--- src/rtl/vhc_pkg.sv ---
package vhc_pkg;
  typedef struct packed {
    logic computeEn;
    logic recordEn;
    logic raiseExc;
  } ctrlStrobes_t;
endpackage

--- src/rtl/vhc_ctrl.sv ---
module vhc_ctrl
  import vhc_pkg::*;
(
  input  logic         issueValid,
  input  logic         recordBit,
  input  logic         vecEnable,
  output ctrlStrobes_t strobes
);
  always_comb begin
    strobes.computeEn = issueValid && vecEnable;
    strobes.recordEn  = issueValid && vecEnable && recordBit;
    strobes.raiseExc  = issueValid && !vecEnable;
  end
endmodule

--- src/rtl/vhc_datapath.sv ---
module vhc_datapath
  import vhc_pkg::*;
#(
  parameter int LANE_W   = 16,
  parameter int LANES    = 8,
  parameter int FIELD_W  = 5,
  parameter int REG_BASE = 32,
  localparam int VEC_W   = LANE_W * LANES,
  localparam int IDX_W   = FIELD_W + 1
) (
  input  logic               clk,
  input  logic               rst,
  input  ctrlStrobes_t       strobes,
  input  logic [FIELD_W-1:0] dstField,
  input  logic [VEC_W-1:0]   srcA,
  input  logic [VEC_W-1:0]   srcB,
  output logic               resValid,
  output logic [VEC_W-1:0]   resMask,
  output logic [IDX_W-1:0]   dstIndex,
  output logic               condWrite,
  output logic [3:0]         condValue,
  output logic               unavailExc
);
  logic [LANES-1:0] laneNe;
  logic [VEC_W-1:0] nextMask;
  logic allDiffer, allEqual;

  for (genvar k = 0; k < LANES; k++) begin : g_lane
    localparam int HI = VEC_W - 1 - k * LANE_W;
    assign laneNe[k] = srcA[HI -: LANE_W] != srcB[HI -: LANE_W];
    assign nextMask[HI -: LANE_W] = {LANE_W{laneNe[k]}};
  end

  assign allDiffer = &laneNe;
  assign allEqual  = ~|laneNe;

  always_ff @(posedge clk) begin
    if (rst) begin
      resValid   <= 1'b0;
      condWrite  <= 1'b0;
      unavailExc <= 1'b0;
      resMask    <= '0;
      dstIndex   <= '0;
      condValue  <= '0;
    end else begin
      resValid   <= strobes.computeEn;
      condWrite  <= strobes.recordEn;
      unavailExc <= strobes.raiseExc;
      if (strobes.computeEn) begin
        resMask  <= nextMask;
        dstIndex <= IDX_W'(dstField) + IDX_W'(REG_BASE);
      end
      if (strobes.recordEn)
        condValue <= {allDiffer, 1'b0, allEqual, 1'b0};
    end
  end

  for (genvar k = 0; k < LANES; k++) begin : g_laneChk
    localparam int HI = VEC_W - 1 - k * LANE_W;

    lane_uniform_chk: assert property (@(posedge clk) disable iff (rst)
      resValid |-> (resMask[HI -: LANE_W] == '0 || resMask[HI -: LANE_W] == '1));
  end


  cond_zero_bits_chk: assert property (@(posedge clk) disable iff (rst)
    condWrite |-> (condValue[2] == 1'b0 && condValue[0] == 1'b0));


  cond_exclusive_chk: assert property (@(posedge clk) disable iff (rst)
    condWrite |-> !(condValue[3] && condValue[1]));


  cond_with_valid_chk: assert property (@(posedge clk) disable iff (rst)
    condWrite |-> resValid);


  exc_holds_mask_chk: assert property (@(posedge clk) disable iff (rst)
    unavailExc |-> $stable(resMask));
endmodule

--- src/rtl/vec_hneq_cmp.sv ---
module vec_hneq_cmp
  import vhc_pkg::*;
(
  input  logic         clk,
  input  logic         rst,
  input  logic         issueValid,
  input  logic         recordBit,
  input  logic         vecEnable,
  input  logic [4:0]   dstField,
  input  logic [127:0] srcA,
  input  logic [127:0] srcB,
  output logic         resValid,
  output logic [127:0] resMask,
  output logic [5:0]   dstIndex,
  output logic         condWrite,
  output logic [3:0]   condValue,
  output logic         unavailExc
);
  ctrlStrobes_t strobes;

  vhc_ctrl u_ctrl (
    .issueValid (issueValid),
    .recordBit  (recordBit),
    .vecEnable  (vecEnable),
    .strobes    (strobes)
  );

  vhc_datapath #(
    .LANE_W   (16),
    .LANES    (8),
    .FIELD_W  (5),
    .REG_BASE (32)
  ) u_dp (
    .clk        (clk),
    .rst        (rst),
    .strobes    (strobes),
    .dstField   (dstField),
    .srcA       (srcA),
    .srcB       (srcB),
    .resValid   (resValid),
    .resMask    (resMask),
    .dstIndex   (dstIndex),
    .condWrite  (condWrite),
    .condValue  (condValue),
    .unavailExc (unavailExc)
  );


  valid_needs_issue_chk: assert property (@(posedge clk) disable iff (rst)
    resValid |-> $past(issueValid && vecEnable));


  exc_no_result_chk: assert property (@(posedge clk) disable iff (rst)
    unavailExc |-> (!resValid && !condWrite));


  exc_needs_issue_chk: assert property (@(posedge clk) disable iff (rst)
    unavailExc |-> $past(issueValid && !vecEnable));
endmodule

--- config.mk ---
export PLATFORM = sky130hd
export DESIGN_NAME = vec_hneq_cmp
export DESIGN_NICKNAME = d
export VERILOG_FILES = /design/src/rtl/vhc_pkg.sv /design/src/rtl/vhc_ctrl.sv /design/src/rtl/vhc_datapath.sv /design/src/rtl/vec_hneq_cmp.sv
export SDC_FILE = /design/constraint.sdc
export NUM_CORES = 1
export LEC_CHECK = 0
export ABC_AREA = 1
export BUFFER_PORTS_ARGS = -buffer_cell sky130_fd_sc_hd__buf_2
export CAP_MARGIN = 20
export CORE_AREA = 8 8 151 153
export DETAILED_ROUTE_END_ITERATION = 7
export DIE_AREA = 0 0 159 161
export PLACE_DENSITY = 0.6
export SLEW_MARGIN = 15
export SYNTH_ARGS = -nofsm -noshare
export SYNTH_HDL_FRONTEND = slang
export SYNTH_SLANG_ARGS = --single-unit
--- constraint.sdc ---
create_clock -name clk -period 1.2 [get_ports clk]
set_clock_uncertainty 0.1 [all_clocks]
set_input_delay 0.3 -clock clk [delete_from_list [all_inputs] [get_ports clk]]
set_output_delay 0.3 -clock clk [all_outputs]
set_load 0.01 [all_outputs]
Yosys cells after proc, flatten, opt, wreduce, memory -nomap -nowiden

Index checks and enable logic that the tools add are counted.

Bits in registers: 124
Input bits: 266
Output and inout port bits: 141
Logic and storage cells: 22

Add/sub/neg operators: 1
Equality and inequality tests: 8
Reduce and logical (&&, ||, !) cells: 7

Operator list:

| operator                                     | count |
|---|---|
| != test 16 bit                               | 8 |
| AND reduction 8 bit                          | 1 |
| OR reduction 8 bit                           | 1 |
| adder 5 x 6 -> 6 bit (second input constant) | 1 |
| logical AND 1 bit                            | 3 |
| zero test 1 bit                              | 2 |

Depth between registers and ports, before layout

Gate-level depths: netlist of the first run.

Word-level depth: 3
Depth in mapped cells: 12
Mapped depth without buffers: 12

Hierarchy

A second synthesis of the first run with hierarchy kept.

Cell total of the unflattened synthesis: 750
Area total of the unflattened synthesis: 4154.0 um^2

Modules (own cells, without submodules):

| module       | times used | cells each | area each (um^2) |
|---|---|---|---|
| vhc_datapath | 1          | 744        | 4129.0 |
| vhc_ctrl     | 1          | 6          | 25.0 |

Worst setup path before layout of the first run

No wires, ideal clock.

Path kind: input port to flip-flop
Start point: in issueValid
End point: reg u_dp.resMask[111]
Setup time: 117 ps
Data arrival time: 1052 ps
Slack: -69 ps
Cell stages on the path: 6
Path buffers: 2
Cell sequence: nand2_1 inv_1 buf_2 buf_4 o211ai_1 inv_1

Cells in the longest elaborated chain, start to end: 1

RTL lines:

| element              | RTL line           | text |
|---|---|---|
| from (decl)          | vec_hneq_cmp.sv:6  | `input logic issueValid,` |
| logical AND 1 bit    | vhc_ctrl.sv:10     | `strobes.computeEn = issueValid && vecEnable;` |
| to (signal assigned) | vhc_datapath.sv:50 | `resMask <= nextMask;` |
| to (decl)            | vhc_datapath.sv:18 | `output logic [VEC_W-1:0] resMask,` |

No other way between the ends.
A chain may end at the register's enable or synchronous reset.

Worst setup path in the final report of the first run

Start point: in srcB[100]
End point: reg u_dp.condValue[1]

Cells in the longest elaborated chain, start to end: 3

RTL lines:

| element              | RTL line           | text |
|---|---|---|
| from (decl)          | vec_hneq_cmp.sv:11 | `input logic [127:0] srcB,` |
| != test 16 bit       | vhc_datapath.sv:30 | `assign laneNe[k] = srcA[HI -: LANE_W] != srcB[HI -: LANE_W];` |
| OR reduction 8 bit   | vhc_datapath.sv:35 | `assign allEqual = ~\|laneNe;` |
| zero test 1 bit      | vhc_datapath.sv:35 |  |
| to (signal assigned) | vhc_datapath.sv:54 | `condValue <= {allDiffer, 1'b0, allEqual, 1'b0};` |
| to (decl)            | vhc_datapath.sv:21 | `output logic [3:0] condValue,` |

No other way between the ends.

==> summary.md, run 1 <==
| Metric | Value |
|---|---|
| Outcome | finished with violations |
| Failing checks | negative setup slack |
| Worst endpoint data arrival time | 1.41 ns |
| Reg power frac | 19.5% |
| Number of CTS-inserted buffers | 3 |
| Slew Limit Fails | 0 |
| Max stage delay on crit path | 0.16 ns |
| Routed vias | 4266 |
| Commonest cells in the netlist | nand2_1, buf_4, inv_1 |
| Initial DRT Pass Iterations | 4 |
| Internal Power | 0.00237 W |
| CP cell instances | buf_2 -> xnor2_1 -> nand2_1 -> nor2_1 -> nand2_1 -> nor2_4 -> nand2_1 -> nor2_2 -> nand3_2 -> a21oi_2 |
| CTS root buffer | clkbuf_16 |
| Rows | 53 |
| GP Congestion | 0.834 |
| Largest net degree at the start of global routing | 18 |
| Fmax achieved | 0.753 GHz |
| Drt drc | 0 |
| Critical path's slowest cell | nor2_4 |
| Clock share of power | 19.7% |
| Peak VDD IR | 583 uV |
| Vias in the first global route | 4388 |
| WP buf/inv | 1 |
| Final hold violation count | 0 |
| P_sw | 0.00126 W |
| Post-DP HPWL | 13600 um |
| GR Layer Usage met2 | 20.7% |
| Fin nets | 1169 |
| Final ANT Viol Nets | 0 |
| DR iter-0 viols | 123 |
| Share of cells above drive strength 1 | 58.2% |
| Tot GR Track Use | 10.6% |
| Crit share post-route | 111% |
| Crit. End Element | register |
| DR vias/cell | 3.62 |
| Core area | 20600 um^2 |
| IO Port Bufs | 404 |
| GRT met1 Usage | 10.8% |
| CTS tree | done |
| Die area | 25600 um^2 |
| CTS Sinks | 19 |
| Critical setup path kind | input pin to register |
| First-pass GRT wire length | 22200 um |
| Sw Share | 34.7% |
| Gr ovfl total | 0 |
| WL final | 15900 um |
| Final setup viols | 134 |
| Worst Setup Start Kind | input pin |
| CP required | 1.29 ns |
| Yosys top cell by area | buf_4 |
| Wire per inst | 13.5 um |
| DP Cell Count | 1163 |
| Asr flop ratio synth | 0% |
| Final cell count without fillers | 1178 |
| Fin area | 6460 um^2 |
| Post-synth cell types | 19 |
| Die span in x | 159 um |
| Yosys reg bits | 19 |
| Initial Utilization | 17.2% |
| Leak Pwr | 3.69 nW |
| Area growth, synth to finish | 82.5% |
| Post-synth top flop | dfxtp_1 |
| Highest net fanout along the worst path | 3 |
| Clk buf depth | 2 |
| Tmin final | 1.33 ns |
| Clk slew on worst S/H paths | 0.06 ns |
| # hold bufs at CTS | 0 |
| Initial antenna violation count | 1 |
| # IOs | 407 |
| Synthesized cell area | 3540 um^2 |
| Setup WS post-layout | -0.128 ns |
| Most frequent cell after synthesis | nand2_1 |
| H-tree depth | 1 |
| Busiest layer in global routing | met2 |
| Seq/Total Area, Yosys | 10.7% |
| Post-synth EDFFs | 0 |
| Hold Crit Class | input pin to register |
| Max cap viols | 0 |
| Yosys warnings | 0 |
| Fillers | 2189 |
| Clk_lat worst skew | 0.25 ns |
| Most used cell, CP | nand2_1 |
| Die H | 161 um |
| Syn avg cell area | 6.01 um^2 |
| M3 GR Usage | 3.97% |
| Pwr/cell area | 561 nW/um^2 |
| Share of the synthesized area in the top cell type | 26.1% |
| Critical path's top delay family | simple AND/OR/NAND/NOR gates |
| Top post-synthesis cells by area | buf_4, xnor2_1, nand2_1, dfxtp_1, inv_1 |
| Mapped Cells | 589 |
| Placed Area | 5200 um^2 |
| Comb pwr share | 60.8% |
| RSZ-0062 raised after global routing | true |
## through the flow
| step | hold slack [ns] | setup TNS (ns) | setup slack [ns] | utilization, % | total power (W) |
|---|---|---|---|---|---|
| after floorplan | 0.262 | -0.0426 | -0.0426 | - | 0.00182 |
| after global placement | 0.360 | -3.74 | -0.504 | 25.3 | 0.00243 |
| after detailed placement | 0.368 | -3.91 | -0.522 | 25.3 | 0.00245 |
| after CTS | 0.179 | -9.86 | -0.108 | 27.7 | 0.00335 |
| after global routing | 0.186 | -15.37 | -0.244 | 31.4 | 0.00389 |
| final | 0.182 | -9.77 | -0.128 | 31.4 | 0.00363 |
## registers in the layout, indices dropped and copies added, names as in the netlist
register / flops
u_dp.condValue: 2
u_dp.condWrite: 1
u_dp.dstIndex: 6
u_dp.resMask: 8
u_dp.resValid: 1
u_dp.unavailExc: 1
## cells by family after synthesis
kind of cell / synth area share, %
other: 0.106
xor gates and xnor gates: 23.2
and+or+nand+nor: 27.9
DFF: 10.7
buffers and inverters: 35.1
AOI/OAI and AO/OA: 2.93
## worst min-delay path: stages
cell     delay [ns]
buf_2          0.11
nand2_1        0.06
nor2_1         0.03
## metal layers
| metal | wire length [um] | up-vias | share of wire [%] |
|---|---|---|---|
| met4 | 132 | 0 | 0.83 |
| met3 | 1240 | 8 | 7.8 |
| met5 | 0 | - | 0 |
| met1 | 5840 | 1829 | 37 |
| met2 | 8680 | 199 | 55 |
| li1 | - | 2230 | - |
## timing repair
| action | 4_1_cts | 5_1_grt |
|---|---|---|
| pin swaps | 43 | 50 |
| setup endpoints to repair | 140 | 139 |
| setup buffers | 1 | 7 |
| cloned | 0 | 2 |
| gates resized for setup | 81 | 131 |
## power by group through the flow
stage | Sequential (W) | Clock, W | Combinational [W]
final | 0.000706 | 0.000714 | 0.00221
after global routing | 0.000711 | 0.000777 | 0.00240
after CTS | 0.000714 | 0.000748 | 0.00189
after detailed placement | 0.000727 | 0 | 0.00173
after global placement | 0.000725 | 0 | 0.00170
after floorplan | 0.000769 | 0 | 0.00105
## cells in the final DEF (no fill, tap or decap), types with 7 or more instances in the layout
| cell | instances |
|---|---|
| nor2_1 | 52 |
| inv_2 | 9 |
| buf_12 | 7 |
| nand4_1 | 7 |
| nor2_4 | 7 |
| xnor2_1 | 45 |
| dfxtp_1 | 10 |
| o21ai_0 | 8 |
| inv_1 | 74 |
| buf_4 | 21 |
| xnor2_2 | 32 |
| xor2_1 | 15 |
| buf_6 | 96 |
| nand2_1 | 154 |
| nor2_2 | 11 |
| nand2_2 | 15 |
| buf_2 | 301 |
## final timing paths
check	startpoint	end	slack [ns]	depth (start not counted)
worst max register to register	u_dp.resMask[112]	u_dp.resMask[112]	-0.01	5
worst max-delay path	srcB[100]	u_dp.condValue[1]	-0.13	10
worst min register to register	u_dp.dstIndex[5]	u_dp.dstIndex[5]	0.38	2
worst min-delay path	issueValid	u_dp.unavailExc	0.18	3
## cell type report
class,count,area (um^2),share of cell area (%)
tap,275,344,5.32
sequential,19,399,6.17
timing repair buffer,433,3030,46.8
inverter,83,312,4.82
antenna,1,2.50,0.0387
multi-input combinational,363,2300,35.6
clock buffer,4,78.8,1.22
No activity file was read; power rests on OpenSTA's default activity.
==> inputs of run 2 (changes only) <==
Settings changed: ABC_AREA 1 to not set, PLACE_DENSITY 0.6 to 0.45.
==> run 2 against run 1 <==
The run still ends with negative setup slack left. Critical path type unchanged. Highest routed layer unchanged. Via count shrank 20%. Area after synthesis fell by 15%. Largest cell class unchanged. Register-to-register slack gained 0.21 ns. Critical endpoint unchanged. Count of clock-buffer cells in the layout is the same. Critical path depth decreased by 2. Sequential power shrank 2%. Non-clock buffer count grew 6.
==> summary.md, run 2 <==
| Metric | Value |
|---|---|
| Hold WS | 0.187 ns (+0.00549 ns) |
| Core area | 20600 um^2 (unchanged) |
| Mapped Cells | 364 (-38%) |
| Yosys top cell by area | xnor2_1 |
| Clk buf depth | 2 (unchanged) |
| Tot GR Track Use | 10.5% (-0.075 points) |
| DR iter-0 viols | 75 (-39%) |
| Number of CTS-inserted buffers | 3 (unchanged) |
| RSZ-0062 raised after global routing | true |
| Leak Pwr | 3.00 nW (-19%) |
| First-pass GRT wire length | 21600 um (-2.6%) |
| WP buf/inv | 2 (+1) |
| Hold Path Cell Cnt | 3 (unchanged) |
| Crit. End Element | register |
| DR vias/cell | 3.55 (-2.0%) |
| Commonest cells after routing, fill and taps aside | buf_2, buf_6, xnor2_1 |
| Max cap viols | 0 (unchanged) |
| Clk slew on worst S/H paths | 0.06 ns (about the same) |
| Flip-flop and latch area | 394 um^2 (-1.3%) |
| Routed vias | 3393 (-20%) |
| Syn avg cell area | 8.29 um^2 (+38%) |
| Final Total Pwr | 0.00355 W (-2.2%) |
| Footprint of the multi-input gates | 2180 um^2 (-5.4%) |
| Critical setup path kind | input pin to register |
| Hold_sp | dstField[2] |
| Die area | 25600 um^2 (unchanged) |
| Final cell count without fillers | 956 (-19%) |
| Highest net fanout along the worst path | 3 (unchanged) |
| Area growth, synth to finish | 98.7% |
| H-tree depth | 1 (unchanged) |
| R2R Setup Slk | 0.20 ns (+0.21 ns) |
| Wire per inst | 15.6 um (+15%) |
| Antenna Cells | 0 (-1) |
| R2R cell count | 4 (-1) |
| Failing checks | negative setup slack |
| Hold Crit Class | input pin to register |
| Drt drc | 0 (unchanged) |
| WL final | 14900 um (-6.5%) |
| Fin nets | 948 (-19%) |
| Yosys reg bits | 19 (unchanged) |
| Worst Setup Start Kind | input pin |
| IO Port Bufs | 404 (unchanged) |
| Slew Limit Fails | 0 (unchanged) |
| Asr flop ratio synth | 0% (unchanged) |
| Hold Path Sink | u_dp.dstIndex[2] |
| Clk_lat worst skew | 0.25 ns (about the same) |
| Vias in the first global route | 3853 (-12%) |
| Max FFs per register | 8 (unchanged) |
| Seq/Total Area, Yosys | 12.6% (+1.9 points) |
| # hold bufs at CTS | 0 (unchanged) |
| DP Cell Count | 947 (-19%) |
| Most frequent cell after synthesis | xnor2_1 |
| Gr ovfl total | 0 (unchanged) |
| Top flop regs | u_dp.resMask (8), u_dp.dstIndex (6), u_dp.condValue (2) |
| GP Congestion | 0.758 (-9.2%) |
| Peak VDD IR | 519 uV (-11%) |
| Commonest cells in the netlist | xnor2_1, buf_4, nand4_1 |
| Crit share post-route | 128% (+18 points) |
| # IOs | 407 (unchanged) |
| Post-synth cell types | 22 (+3) |
| Post-DP HPWL | 13600 um (about the same) |
| Final hold violation count | 0 (unchanged) |
| Tmin final | 1.54 ns (+0.212 ns) |
| Reg-to-reg startpoint | u_dp.resMask[15] |
| Critical path's top delay family | simple AND/OR/NAND/NOR gates |
| Share of the synthesized area in the top cell type | 37.1% (+11 points) |
| Final setup viols | 138 (+3.0%) |
| WP depth | 8 (-2) |
| Top post-synthesis cells by area | xnor2_1, buf_4, dfxtp_1, nand4_1, nor4_2 |
| CP required | 1.29 ns (about the same) |
| Capturing point of the worst reg2reg path | u_dp.resMask[15] |
| CTS tree | done |
| Worst endpoint data arrival time | 1.63 ns (+0.22 ns) |
| Setup WS post-layout | -0.341 ns (-0.212 ns) |
| Pwr/cell area | 592 nW/um^2 (+5.4%) |
| Fillers | 2228 (+1.8%) |
| Share of cells above drive strength 1 | 76.2% (+18 points) |
| CTS Sinks | 19 (unchanged) |
| Die span in x | 159 um (unchanged) |
| Fmax achieved | 0.649 GHz (-14%) |
| Yosys warnings | 0 (unchanged) |
| Initial DRT Pass Iterations | 4 (unchanged) |
| Outcome | finished with violations |
| Post-synth top flop | dfxtp_1 |
| Top reg by flops | u_dp.resMask |
| Post-synth EDFFs | 0 (unchanged) |
| Max stage delay on crit path | 0.36 ns (+0.20 ns) |
| Commonest non-fill, non-tap cell in the layout | buf_2 |
| Initial antenna violation count | 2 (+1) |
| CP cell instances | buf_8 -> xnor2_2 -> nand4_1 -> nor4_2 -> buf_4 -> and4_1 -> nand3_2 -> o21ai_2 |
| Synthesized cell area | 3020 um^2 (-15%) |
| Critical path's slowest cell | nor4_2 |
| CTS root buffer | clkbuf_16 |
| Rows | 53 (unchanged) |
| Largest net degree at the start of global routing | 18 (unchanged) |
| Initial Utilization | 14.7% (-2.6 points) |
| Die H | 161 um (unchanged) |
| Fin util | 29.2% (-2.3 points) |
| Final ANT Viol Nets | 0 (unchanged) |
-- run 2: tightest hold or removal path, stage by stage --
cell	delay (ns)
buf_2	0.10
nand2_1	0.04
a21oi_1	0.05
-- run 2: kinds of logic after synthesis --
group / synth area share, %
AO/OA/AOI/OAI: 3.44
XOR/XNOR: 37.1
buffers and inverters: 31.3
flip-flops: 12.6
AND/OR/NAND/NOR: 15.4
other: 0.124
-- run 2: how the worst max path moves through the flow --
stage,from,to,slack [ns]
after floorplan,srcB[67],u_dp.condValue[1],-0.24
after global placement,srcB[68],u_dp.condValue[1],-0.73
after detailed placement,srcB[78],u_dp.condValue[1],-0.79
after CTS,srcA[85],u_dp.condValue[1],-0.39
after global routing,srcB[88],u_dp.condValue[1],-0.42
final,srcB[88],u_dp.condValue[1],-0.34
-- run 2: metrics by stage --
stage	setup TNS [ns]	worst slack, ns	instance area, um^2
after global placement	-4.80	-0.730	4870
after floorplan	-0.450	-0.238	3120
after global routing	-15.08	-0.424	6000
after CTS	-10.66	-0.390	5690
after detailed placement	-4.97	-0.788	4870
final	-9.86	-0.341	6000
-- run 2: cell type report --
cell class | instances | share of cell area, %
Timing Repair Buffer | 439 | 50.1
Multi-Input combinational cell | 219 | 36.3
Sequential cell | 19 | 6.57
Clock buffer | 4 | 1.31
Tap cell | 275 | 5.74
-- run 2: where the power goes --
| group | leakage (nW) | switching (W) | internal [W] |
|---|---|---|---|
| Clock | 0.0382 | 0.000243 | 0.000452 |
| Combinational | 2.80 | 0.000882 | 0.00128 |
| Sequential | 0.160 | 0.0000243 | 0.000668 |
-- run 2: repair_timing --
action,4_1_cts,5_1_grt
buffers inserted,6,1
pin swaps,64,29
gates resized for setup,122,45
gates cloned,0,1
endpoints found under the setup margin,138,139
-- run 2: layer usage --
metal / wire (um) / vias up / global-route usage (%)
li1: - / 1714 / -
met1: 5590 / 1474 / 11.6
met2: 7740 / 203 / 19.4
met3: 1520 / 2 / 4.66
met4: 12 / 0 / 0.257
met5: 0 / - / 0
